File: src/rtl/lrsc_pkg.sv
package lrsc_pkg;
  localparam int unsigned NUM_SIZES = 4;
  localparam int unsigned SIZE_W    = $clog2(NUM_SIZES);

  typedef enum logic {
    OP_RESERVE = 1'b0,
    OP_COND    = 1'b1
  } op_kind_e;

  localparam logic [1:0] CR0_HIT_BIT = 2'd1;
endpackage

File: src/rtl/lrsc_len_dec.sv
// Size code -> one-hot length; the one-hot value equals the byte count.
module lrsc_len_dec #(
  parameter int unsigned NUM_SIZES = 4,
  localparam int unsigned SIZE_W = $clog2(NUM_SIZES)
) (
  input  logic [SIZE_W-1:0]    size_i,
  output logic [NUM_SIZES-1:0] len_o
);
  for (genvar i = 0; i < NUM_SIZES; i++) begin : g_len
    assign len_o[i] = (size_i == SIZE_W'(i));
  end
endmodule

File: src/rtl/lrsc_addr_cmp.sv
// Chunked equality compare to keep each AND tree short.
module lrsc_addr_cmp #(
  parameter int unsigned ADDR_W  = 64,
  parameter int unsigned CHUNK_W = 16,
  localparam int unsigned NUM_CHUNKS = (ADDR_W + CHUNK_W - 1) / CHUNK_W,
  localparam int unsigned PAD_W = NUM_CHUNKS * CHUNK_W
) (
  input  logic [ADDR_W-1:0] a_i,
  input  logic [ADDR_W-1:0] b_i,
  output logic              eq_o
);
  logic [PAD_W-1:0]      a_pad, b_pad;
  logic [NUM_CHUNKS-1:0] chunk_eq;

  assign a_pad = PAD_W'(a_i);
  assign b_pad = PAD_W'(b_i);

  for (genvar c = 0; c < NUM_CHUNKS; c++) begin : g_chunk
    assign chunk_eq[c] = (a_pad[c*CHUNK_W +: CHUNK_W] == b_pad[c*CHUNK_W +: CHUNK_W]);
  end

  assign eq_o = &chunk_eq;
endmodule

File: src/rtl/lrsc_resv_reg.sv
// Reservation state; clear has priority over set.
module lrsc_resv_reg #(
  parameter int unsigned ADDR_W    = 64,
  parameter int unsigned NUM_SIZES = 4
) (
  input  logic                 clk_i,
  input  logic                 rst_ni,
  input  logic                 set_i,
  input  logic                 clr_i,
  input  logic [ADDR_W-1:0]    addr_i,
  input  logic [NUM_SIZES-1:0] len_i,
  output logic                 valid_o,
  output logic [ADDR_W-1:0]    addr_o,
  output logic [NUM_SIZES-1:0] len_o
);
  always_ff @(posedge clk_i or negedge rst_ni) begin
    if (!rst_ni) begin
      valid_o <= 1'b0;
      addr_o  <= '0;
      len_o   <= '0;
    end else if (clr_i) begin
      valid_o <= 1'b0;
    end else if (set_i) begin
      valid_o <= 1'b1;
      addr_o  <= addr_i;
      len_o   <= len_i;
    end
  end
endmodule

File: src/rtl/atomic_resv_monitor.sv
module atomic_resv_monitor
  import lrsc_pkg::*;
#(
  parameter int unsigned ADDR_W  = 64,
  parameter int unsigned CHUNK_W = 16
) (
  input  logic              clk_i,
  input  logic              rst_ni,
  input  logic              op_valid_i,
  input  logic              op_kind_i,
  input  logic [SIZE_W-1:0] op_size_i,
  input  logic [ADDR_W-1:0] op_addr_i,
  input  logic              so_i,
  input  logic              inval_i,
  output logic              store_en_o,
  output logic [3:0]        cr0_o
);
  logic                 is_resv, is_cond;
  logic [NUM_SIZES-1:0] op_len, rsv_len;
  logic [ADDR_W-1:0]    rsv_addr;
  logic                 rsv_valid, addr_eq, hit;

  assign is_resv = op_valid_i && (op_kind_e'(op_kind_i) == OP_RESERVE);
  assign is_cond = op_valid_i && (op_kind_e'(op_kind_i) == OP_COND);

  lrsc_len_dec #(.NUM_SIZES(NUM_SIZES)) i_len_dec (
    .size_i (op_size_i),
    .len_o  (op_len)
  );

  lrsc_resv_reg #(.ADDR_W(ADDR_W), .NUM_SIZES(NUM_SIZES)) i_resv_reg (
    .clk_i   (clk_i),
    .rst_ni  (rst_ni),
    .set_i   (is_resv),
    .clr_i   (inval_i || is_cond),
    .addr_i  (op_addr_i),
    .len_i   (op_len),
    .valid_o (rsv_valid),
    .addr_o  (rsv_addr),
    .len_o   (rsv_len)
  );

  lrsc_addr_cmp #(.ADDR_W(ADDR_W), .CHUNK_W(CHUNK_W)) i_addr_cmp (
    .a_i  (op_addr_i),
    .b_i  (rsv_addr),
    .eq_o (addr_eq)
  );

  assign hit = rsv_valid && addr_eq && (rsv_len == op_len);

  always_comb begin
    store_en_o = 1'b0;
    cr0_o      = 4'b0000;
    if (is_cond) begin
      store_en_o          = hit;
      cr0_o[CR0_HIT_BIT]  = hit;
      cr0_o[0]            = so_i;
    end
  end
endmodule

File: config.mk
export PLATFORM = sky130hd
export DESIGN_NAME = atomic_resv_monitor
export DESIGN_NICKNAME = d
export VERILOG_FILES = /design/src/rtl/lrsc_pkg.sv /design/src/rtl/lrsc_len_dec.sv /design/src/rtl/lrsc_addr_cmp.sv /design/src/rtl/lrsc_resv_reg.sv /design/src/rtl/atomic_resv_monitor.sv
export SDC_FILE = /design/constraint.sdc
export NUM_CORES = 1
export LEC_CHECK = 0
export ABC_AREA = 1
export BUFFER_PORTS_ARGS = -buffer_cell sky130_fd_sc_hd__clkbuf_2
export CELL_PAD_IN_SITES_DETAIL_PLACEMENT = 0
export CELL_PAD_IN_SITES_GLOBAL_PLACEMENT = 1
export CORE_ASPECT_RATIO = 0.7
export CORE_MARGIN = 2
export CORE_UTILIZATION = 32
export CTS_BUF_LIST = sky130_fd_sc_hd__clkbuf_8
export DETAILED_ROUTE_END_ITERATION = 10
export PLACE_DENSITY_LB_ADDON = 0.25
export RECOVER_POWER = 100
export SYNTH_ARGS = -nofsm -noshare
export SYNTH_HDL_FRONTEND = slang
export SYNTH_SLANG_ARGS = --single-unit
File: constraint.sdc
create_clock -name clk_i -period 1.48 [get_ports clk_i]
set_input_delay 0.37 -clock clk_i [delete_from_list [all_inputs] [get_ports clk_i]]
set_output_delay 0.37 -clock clk_i [all_outputs]
set_load 0.03 [all_outputs]
==> run summary, run 1 <==
DIE
----------------------------------------------------------------------------------------------------
Overall die width                                                                             136 um
Top-level port count                                                                              77
Core area                                                                                 11800 um^2
Number of rows in the core area                                                                   33
Starting density of the core                                                                   32.9%
DIE AREA                                                                                  13000 um^2
Floorplan die height                                                                         96.1 um

TIMING
----------------------------------------------------------------------------------------------------
Number of hold-slack violations in the final timing report                                         0
Headroom to the max-slew limit                                                                 32.8%
Highest clock rate                                                                           477 MHz
Final setup fails                                                                                 54
Unrepaired setup endpoints after global routing                                                 true
Ratio of final minimum period to clock period                                                   142%
Final critical path time including I/O delays and setup                                      2100 ps
Transition time at the pin with the least slew margin                                        1010 ps
Number of pins with negative max-slew slack in the final report                                    0
Clock skew                                                                                      0 ps
Worst Slack Setup Final                                                                      -615 ps

DETAILED ROUTING
----------------------------------------------------------------------------------------------------
1st-pass router iterations                                                                         5
Final Routed Wirelength                                                                      9.29 mm
Routed WL per cell                                                                           11.2 um
Remaining antenna violation count after routing                                                    0
Drt via density                                                                                 4.24
Routed vias                                                                                     3530
DRC violations left                                                                                0
First-iteration detailed-routing DRC count                                                       208

YOSYS
----------------------------------------------------------------------------------------------------
Average size of a mapped cell                                                              6.91 um^2
Share of the synthesized netlist area taken by xor and xnor gates                              4.97%
Number of storage elements in the synthesis netlist                                               69
Share of synthesized cell area in and, or, nand and nor gates                                  28.1%
Count of unique library cells instantiated by Yosys                                               23
Adder and majority gate portion of the synthesized area                                           0%
Compound-gate portion of the synthesized area                                                  8.78%
Post-synthesis cell count                                                                        561
Combinational family with the most area after synthesis                                 simple AND/OR/NAND/NOR gates
Number of warning messages in the yosys log                                                        0
Fraction of the yosys area taken by sequential cells                                           44.5%
Post-synthesis mux area share                                                                     0%
Syn Std Cell Area                                                                          3880 um^2

WORST HOLD PATH
----------------------------------------------------------------------------------------------------
Cells on Worst Hold Path                                                                           2
Type of the most critical hold path                                                     input pin to flop

GLOBAL ROUTE
----------------------------------------------------------------------------------------------------
Met3 layer usage reported by global route                                                      4.95%
Remaining global-route overflow                                                                    0
Met1 demand-to-capacity share in global routing                                                20.8%
Global routing met2 resource utilization                                                       23.0%
Most congested layer reported by global routing                                                 met2
Number of antenna violations at the first check in global routing                                  0
Number of global-route vias before repair                                                       3254
Overall track demand over capacity in global routing                                           15.2%
Maximum number of pins on one net before global-route repair                                      70
Wire length of the first global-routing pass                                                 15.2 mm

CRITICAL PATH
----------------------------------------------------------------------------------------------------
Number of cells traversed by the worst register-to-register path                                   3
Critical Path Source Type                                                                       flop
Critical Path Sink Type                                                                   output pin
Type of the setup path with the least slack                                             flop to output pin
Endpoint required time on the critical path                                                  1110 ps
Largest fanout of any net on the critical path                                                     2
Critical Path AT                                                                             1730 ps

RUN STATUS
----------------------------------------------------------------------------------------------------
Failing checks                                                                          negative setup slack
Status                                                                                  complete, but fails checks

PWR
----------------------------------------------------------------------------------------------------
Clock power share                                                                              26.4%
Switching fraction of total power                                                              31.8%
Switching power                                                                              1.54 mW
Leakage power                                                                                2.78 nW
Power density over the cells                                                             989 nW/um^2
Power after layout                                                                           4.84 mW
Worst voltage drop across the vdd grid                                                    0.000457 V
Fraction of power consumed by combinational cells                                              24.3%
Sequential fraction of design power                                                            49.3%
Int Pwr                                                                                      3.30 mW

FINISH
----------------------------------------------------------------------------------------------------
Layout filler cell count                                                                        1261
Most common cell after layout, fill and taps aside                                           nand2_1
Layout Cell Area excl Fill                                                                 4890 um^2
Most frequent cells in the layout                                                       nand2_1 (236), inv_1 (102), clkbuf_2 (71)
Antenna diodes                                                                                     0
Layout area overhead                                                                           26.1%
Fraction of layout cells with a size suffix above 1                                            23.3%
Nets                                                                                             742

CLOCK NETWORK
----------------------------------------------------------------------------------------------------
Number of levels in the clock H-tree                                                               3
Number of buffers inserted during clock tree synthesis                                             9
Post-CTS Hold Fix Bufs                                                                             0
Clock tree from TritonCTS                                                                        yes
Maximum clock insertion buffer count                                                               2
Number of sinks handled by clock tree synthesis                                                   69
CTS root buffer                                                                             clkbuf_8
Clock-pin slew reported for the worst setup and hold paths after clock tree synthesis          70 ps
Post-CTS setup repair buffer count                                                                 0
Worst-Skew Late Latency                                                                       340 ps

PLACEMENT
----------------------------------------------------------------------------------------------------
Placed cell areas                                                                          4730 um^2
I/O Buffers                                                                                       74
GPL Wtd Cong                                                                                   0.769
Sum of net half-perimeters after detailed placement                                          6.99 mm

JOB
----------------------------------------------------------------------------------------------------
Max-cap violations                                                                                 0

[cells by family after synthesis]
logic type,count (synthesis)
buffers and inverters,123
xor gates and xnor gates,22
other,1
DFF,69
AOI/OAI and AO/OA,64
and+or+nand+nor,282
[area by class of cell]
class / instances / area, um^2 / area share (%)
sequential: 69 / 1730 / 35.3
multi-input combinational: 370 / 1680 / 34.4
timing repair buffer: 114 / 722 / 14.8
inverter: 106 / 410 / 8.40
tap: 157 / 196 / 4.02
clock buffer: 9 / 124 / 2.53
clock inverter: 7 / 28.8 / 0.589
[power groups by stage]
| stage | clock [mW] | combinational (mW) | sequential (mW) |
|---|---|---|---|
| 6_report | 1.28 | 1.17 | 2.39 |
| 5_1_grt | 1.43 | 1.37 | 2.42 |
| 4_1_cts | 1.35 | 1.21 | 2.38 |
| 3_5_place_dp | 0 | 1.18 | 2.42 |
| 3_3_place_gp | 0 | 1.17 | 2.41 |
| 2_1_floorplan | 0 | 0.760 | 2.38 |
[timing repair]
| action | in CTS | in global routing |
|---|---|---|
| resized for setup | 14 | 4 |
| endpoints found under the setup margin | 2 | 2 |
| pin swaps | 14 | 0 |
[per-layer routing]
metal  vias up  routed length, um
li1       1867                  -
met1      1589               4730
met2        66               3980
met3         8                474
met4         0                105
met5         -                  0
[worst max-delay path, stage by stage, from the launching register on]
cell,delay [ps]
dfrtp_1,400
xnor2_1,160
nand2_1,100
nor2_2,130
nand2_1,70
nor2_1,90
nand3_1,120
nor2_4,130
clkbuf_8,170
[per-stage QoR]
step | cells | hold slack (ps) | worst slack, ps | TNS, ps | utilization, %
global placement | 816 | 439 | -462 | -922 | 40.2
CTS | 832 | 39.9 | -641 | -1280 | 41.8
finish | 832 | 217 | -615 | -3500 | 41.5
floorplan | 562 | 74.4 | -189 | -208 | -
detailed placement | 816 | 431 | -444 | -888 | 40.2
global route | 832 | 197 | -757 | -10760 | 41.5
[registers in the layout, summed over array words and instances, names as in the netlist]
register,flops
i_resv_reg.addr_o,64
i_resv_reg.len_o,4
i_resv_reg.valid_o,1
[cells in the mapped netlist, drive strengths merged]
| cell type | count | area, um^2 |
|---|---|---|
| buf | 14 | 116 |
| inv | 106 | 398 |
| clkbuf | 3 | 11.3 |
| nor2 | 28 | 108 |
| nand2 | 240 | 903 |
| xnor2 | 22 | 193 |
| nand3 | 9 | 45.0 |
| nand4 | 2 | 12.5 |
| o31ai | 1 | 7.51 |
| or2 | 3 | 18.8 |
| conb | 1 | 3.75 |
| dfrtp | 69 | 1730 |
| a21oi | 1 | 5.00 |
| o211ai | 1 | 7.51 |
| o21ai | 61 | 320 |
[path summary, 6_finish.rpt]
path | slack [ps] | to | startpoint
hold reg to reg | 500 | i_resv_reg.addr_o[37] | i_resv_reg.addr_o[37]
setup / recovery | -620 | cr0_o[1] | i_resv_reg.addr_o[9]
hold / removal | 220 | i_resv_reg.valid_o | inval_i
max in group asynchronous | 530 | i_resv_reg.addr_o[36] | rst_ni
min in group asynchronous | 270 | i_resv_reg.valid_o | rst_ni
setup reg to reg | 670 | i_resv_reg.valid_o | i_resv_reg.valid_o
Note: power is estimated with default switching activity, not from simulation.
==> inputs of run 2 (changes only) <==
--- a/config.mk
+++ b/config.mk
@@ -7,6 +7,7 @@
 export LEC_CHECK = 0
 export ABC_AREA = 1
 export BUFFER_PORTS_ARGS = -buffer_cell sky130_fd_sc_hd__clkbuf_2
+export CAP_MARGIN = 15
 export CELL_PAD_IN_SITES_DETAIL_PLACEMENT = 0
 export CELL_PAD_IN_SITES_GLOBAL_PLACEMENT = 1
 export CORE_ASPECT_RATIO = 0.7
@@ -15,7 +16,7 @@
 export CTS_BUF_LIST = sky130_fd_sc_hd__clkbuf_8
 export DETAILED_ROUTE_END_ITERATION = 10
 export PLACE_DENSITY_LB_ADDON = 0.25
-export RECOVER_POWER = 100
 export SYNTH_ARGS = -nofsm -noshare
 export SYNTH_HDL_FRONTEND = slang
+export SYNTH_HIERARCHICAL = 1
 export SYNTH_SLANG_ARGS = --single-unit
==> run summary, run 2 <==
YOSYS
----------------------------------------------------------------------------------------------------
Top cells by area, synth                                                                dfrtp_1 (45%), nand2_1 (22%), xnor2_1 (13%), nand3_1 (9.1%), inv_1 (3.0%)   was dfrtp_1 (45%), nand2_1 (23%), inv_1 (10%), xnor2_1 (5.0%), o21ai_0 (4.8%)
Number of warning messages in the yosys log                                                        6   was 0
Fraction of the yosys area taken by sequential cells                                           45.4%   was 44.5%
Count of unique library cells instantiated by Yosys                                               15   was 23
Most used standard cell by instance count after synthesis                                    nand2_1   unchanged
Syn Std Cell Area                                                                          3800 um^2   was 3880 um^2
Post-synthesis cell count                                                                        503   was 561
Number of synthesized flops with an enable pin                                                     0   unchanged
Share of the synthesized area in the top cell type                                             45.4%   was 44.5%
Yosys top cell by area                                                                       dfrtp_1   unchanged
Number of storage elements in the synthesis netlist                                               69   unchanged
Leading register cell type out of synthesis                                                  dfrtp_1   unchanged
Average size of a mapped cell                                                              7.56 um^2   was 6.91 um^2
Top cells by count, synth                                                               nand2_1 (221), dfrtp_1 (69), nand3_1 (69), xnor2_1 (55), inv_1 (30)   was nand2_1 (239), inv_1 (104), dfrtp_1 (69), o21ai_0 (37), nor2_1 (27)
Asr flop ratio synth                                                                            100%   unchanged

DETAILED ROUTING
----------------------------------------------------------------------------------------------------
Routed vias                                                                                     3332   was 3530
Remaining antenna violation count after routing                                                    0   unchanged
Final Routed Wirelength                                                                      9.28 mm   was 9.29 mm
Routed WL per cell                                                                           12.1 um   was 11.2 um
First-iteration detailed-routing DRC count                                                       200   was 208
Drt via density                                                                                 4.34   was 4.24
DRC violations left                                                                                0   unchanged
1st-pass router iterations                                                                         6   was 5

CRITICAL PATH
----------------------------------------------------------------------------------------------------
FF-to-FF End                                                                            i_resv_reg/addr_o[59]   was i_resv_reg.valid_o
Type of the setup path with the least slack                                             flop to output pin   unchanged
Largest fanout of any net on the critical path                                                     2   unchanged
Register-to-Register Setup Slack                                                              840 ps   was 670 ps
Critical Path AT                                                                             2040 ps   was 1730 ps
Slowest stage cell on the critical path                                                      dfrtp_1   unchanged
Cell-by-cell trace of the critical path                                                 xnor2_1 > nand2_1 > nor2_2 > nand2_1 > nor2_2 > nand2_1 > nor2_1 > nand2_1 > nor2_2 > nand2_2 > nor2_4 > clkbuf_8   was xnor2_1 > nand2_1 > nor2_2 > nand2_1 > nor2_1 > nand3_1 > nor2_4 > clkbuf_8
Critical Path Sink Type                                                                   output pin   unchanged
Number of cells traversed by the worst register-to-register path                                   2   was 3
Largest delay share family, worst path                                                  simple AND/OR/NAND/NOR gates   unchanged
Critical Path Source Type                                                                       flop   unchanged
Startpoint of the most critical setup path                                              i_resv_reg/addr_o[19]   was i_resv_reg.addr_o[9]
Cell depth of the worst setup path                                                                12   was 8
Critical path buffers and inverters                                                                1   unchanged
Largest stage delay on the critical path                                                      400 ps   about the same
CP dominant cell by count                                                                    nand2_1   unchanged
Worst setup endpoint                                                                        cr0_o[1]   unchanged
Endpoint required time on the critical path                                                  1110 ps   about the same
Launch point of the worst reg-to-reg path                                               i_resv_reg/addr_o[59]   was i_resv_reg.valid_o

DIE
----------------------------------------------------------------------------------------------------
Core area                                                                                 11600 um^2   was 11800 um^2
Number of rows in the core area                                                                   33   unchanged
Floorplan die height                                                                         95.2 um   was 96.1 um
DIE AREA                                                                                  12800 um^2   was 13000 um^2
Starting density of the core                                                                   32.6%   was 32.9%
Overall die width                                                                             134 um   was 136 um
Top-level port count                                                                              77   unchanged

FINISH
----------------------------------------------------------------------------------------------------
Most common cell after layout, fill and taps aside                                           nand2_1   unchanged
Fraction of layout cells with a size suffix above 1                                            23.4%   was 23.3%
Layout filler cell count                                                                        1222   was 1261
Nets                                                                                             677   was 742
Largest register by flop count                                                          i_resv_reg/addr_o   was i_resv_reg.addr_o
Non-filler instance count after layout                                                           767   was 832
Registers with the highest flip-flop counts                                             i_resv_reg/addr_o (64), i_resv_reg/len_o (4), i_resv_reg/valid_o (1)   was i_resv_reg.addr_o (64), i_resv_reg.len_o (4), i_resv_reg.valid_o (1)
Most frequent cells in the layout                                                       nand2_1 (220), clkbuf_2 (71), nand3_1 (69), dfrtp_1 (69), xnor2_1 (53)   was nand2_1 (236), inv_1 (102), clkbuf_2 (71)
Layout Utilization                                                                             41.2%   was 41.5%
Layout Cell Area excl Fill                                                                 4790 um^2   was 4890 um^2
Footprint of the multi-input gates                                                         1840 um^2   was 1680 um^2
Area taken by flip-flops and latches                                                       1730 um^2   unchanged
Antenna diodes                                                                                     0   unchanged
Largest register FFs                                                                              64   unchanged
Layout area overhead                                                                           26.1%   about the same

TIMING
----------------------------------------------------------------------------------------------------
Setup TNS                                                                                   -1860 ps   was -3500 ps
Final setup fails                                                                                  2   was 54
Final critical path time including I/O delays and setup                                      2410 ps   was 2100 ps
Highest clock rate                                                                           415 MHz   was 477 MHz
Worst hold margin                                                                            28.9 ps   was 217 ps
Number of hold-slack violations in the final timing report                                         0   unchanged
Number of pins with negative max-slew slack in the final report                                    0   unchanged
Unrepaired setup endpoints after global routing                                                 true   unchanged
Clock skew                                                                                      0 ps   unchanged
Ratio of final minimum period to clock period                                                   163%   was 142%
Worst Slack Setup Final                                                                      -931 ps   was -615 ps

JOB
----------------------------------------------------------------------------------------------------
Max-cap violations                                                                                 0   unchanged

PLACEMENT
----------------------------------------------------------------------------------------------------
Placed cell areas                                                                          4570 um^2   was 4730 um^2
Worst slack after detailed placement                                                         -752 ps   was -444 ps
Number of instances in the placed design                                                         751   was 816
GPL Wtd Cong                                                                                   0.727   was 0.769
Sum of net half-perimeters after detailed placement                                          6.23 mm   was 6.99 mm
I/O Buffers                                                                                       74   unchanged

WORST HOLD PATH
----------------------------------------------------------------------------------------------------
Type of the most critical hold path                                                     input pin to asynchronous set/reset pin   was input pin to flop

CLOCK NETWORK
----------------------------------------------------------------------------------------------------
Number of buffers inserted during clock tree synthesis                                             9   unchanged
Number of levels in the clock H-tree                                                               3   unchanged
Post-CTS Hold Fix Bufs                                                                             0   unchanged
CTS root buffer                                                                             clkbuf_8   unchanged
Number of sinks handled by clock tree synthesis                                                   69   unchanged
Clock tree from TritonCTS                                                                        yes   unchanged
Worst-Skew Late Latency                                                                       340 ps   about the same
Maximum clock insertion buffer count                                                               2   unchanged
Clock-pin slew reported for the worst setup and hold paths after clock tree synthesis          80 ps   was 70 ps

GLOBAL ROUTE
----------------------------------------------------------------------------------------------------
Number of antenna violations at the first check in global routing                                  0   unchanged
Remaining global-route overflow                                                                    0   unchanged
Maximum number of pins on one net before global-route repair                                      70   unchanged
Overall track demand over capacity in global routing                                           15.8%   was 15.2%
Wire length of the first global-routing pass                                                 15.6 mm   was 15.2 mm
Number of global-route vias before repair                                                       3245   was 3254

RUN STATUS
----------------------------------------------------------------------------------------------------
Status                                                                                  complete, but fails checks   unchanged
Failing checks                                                                          negative setup slack   unchanged

PWR
----------------------------------------------------------------------------------------------------
Switching power                                                                              1.59 mW   was 1.54 mW
Sequential fraction of design power                                                            48.3%   was 49.3%
Power after layout                                                                           5.11 mW   was 4.84 mW
Clock power share                                                                              27.7%   was 26.4%
Leakage power                                                                                2.56 nW   was 2.78 nW
Worst voltage drop across the vdd grid                                                    0.000558 V   was 0.000457 V
Switching fraction of total power                                                              31.2%   was 31.8%
Fraction of power consumed by combinational cells                                              24.0%   was 24.3%
Int Pwr                                                                                      3.51 mW   was 3.30 mW
Power density over the cells                                                            1070 nW/um^2   was 989 nW/um^2

run 2: cell types whose count changed in the layout (fill, tap and decap cells not counted), sizes merged, moves of 2 or more:
| cell | delta |
|---|---|
| nand4 | -2 |
| buf | +6 |
| clkinv | +3 |
| xnor2 | +33 |
| nand2 | -18 |
| nand3 | +60 |
| o21ai | -61 |
| inv | -80 |
| clkbuf | -3 |
run 2: repair_timing:
action                                  4_1_cts  5_1_grt
hold endpoints to repair                      0        0
buffers inserted                              0        0
resized for setup                             6        6
endpoints found under the setup margin        2        2
pin swaps                                     2        5
run 2: layer usage:
layer / track usage (%) / vias to the layer above / share of wire (%)
li1: - / 1734 / -
met1: 21.2 / 1539 / 50
met2: 25.2 / 49 / 45
met3: 3.99 / 10 / 4.0
met4: 5.00 / 0 / 1.3
met5: 0 / - / 0
run 2: how the worst min path moves through the flow:
| stage | startpoint | to | slack (ps) |
|---|---|---|---|
| finish | rst_ni | i_resv_reg/addr_o[56] | 30 |
| global route | rst_ni | i_resv_reg/addr_o[56] | 40 |
| CTS | rst_ni | i_resv_reg/addr_o[56] | 20 |
| detailed placement | rst_ni | i_resv_reg/addr_o[56] | 420 |
| global placement | rst_ni | i_resv_reg/addr_o[34] | 430 |
| floorplan | rst_ni | i_resv_reg/addr_o[0] | 70 |
run 2: area by class of cell:
class,count,area share (%)
repair buffers,115,15.3
inverters,31,2.43
clock inverters,5,0.522
clock buffers,11,3.16
well taps,157,4.10
multi-input cells,379,38.4
flip-flops and latches,69,36.0
run 2: worst register-to-register path, stage by stage, from the launching register on:
cell and delay [ps]:
dfrtp_1 400, nand2_1 70, nand2_1 50
run 2: cell families (layout without fill, tap and decap cells):
kind of cell | Yosys count | in the layout | share of synthesized area (%)
xor+xnor | 55 | 55 | 12.7
other cells | 1 | 2 | 0.0987
buf+inv | 56 | 162 | 7.34
flops | 69 | 69 | 45.4
simple gates | 322 | 322 | 34.5
run 2: power groups by stage:
| stage | logic (mW) | clock network, mW | registers [mW] |
|---|---|---|---|
| 2_1_floorplan | 0.841 | 0 | 2.45 |
| 3_3_place_gp | 1.20 | 0 | 2.48 |
| 3_5_place_dp | 1.23 | 0 | 2.49 |
| 4_1_cts | 1.23 | 1.49 | 2.46 |
| 5_1_grt | 1.42 | 1.58 | 2.51 |
| 6_report | 1.23 | 1.42 | 2.47 |
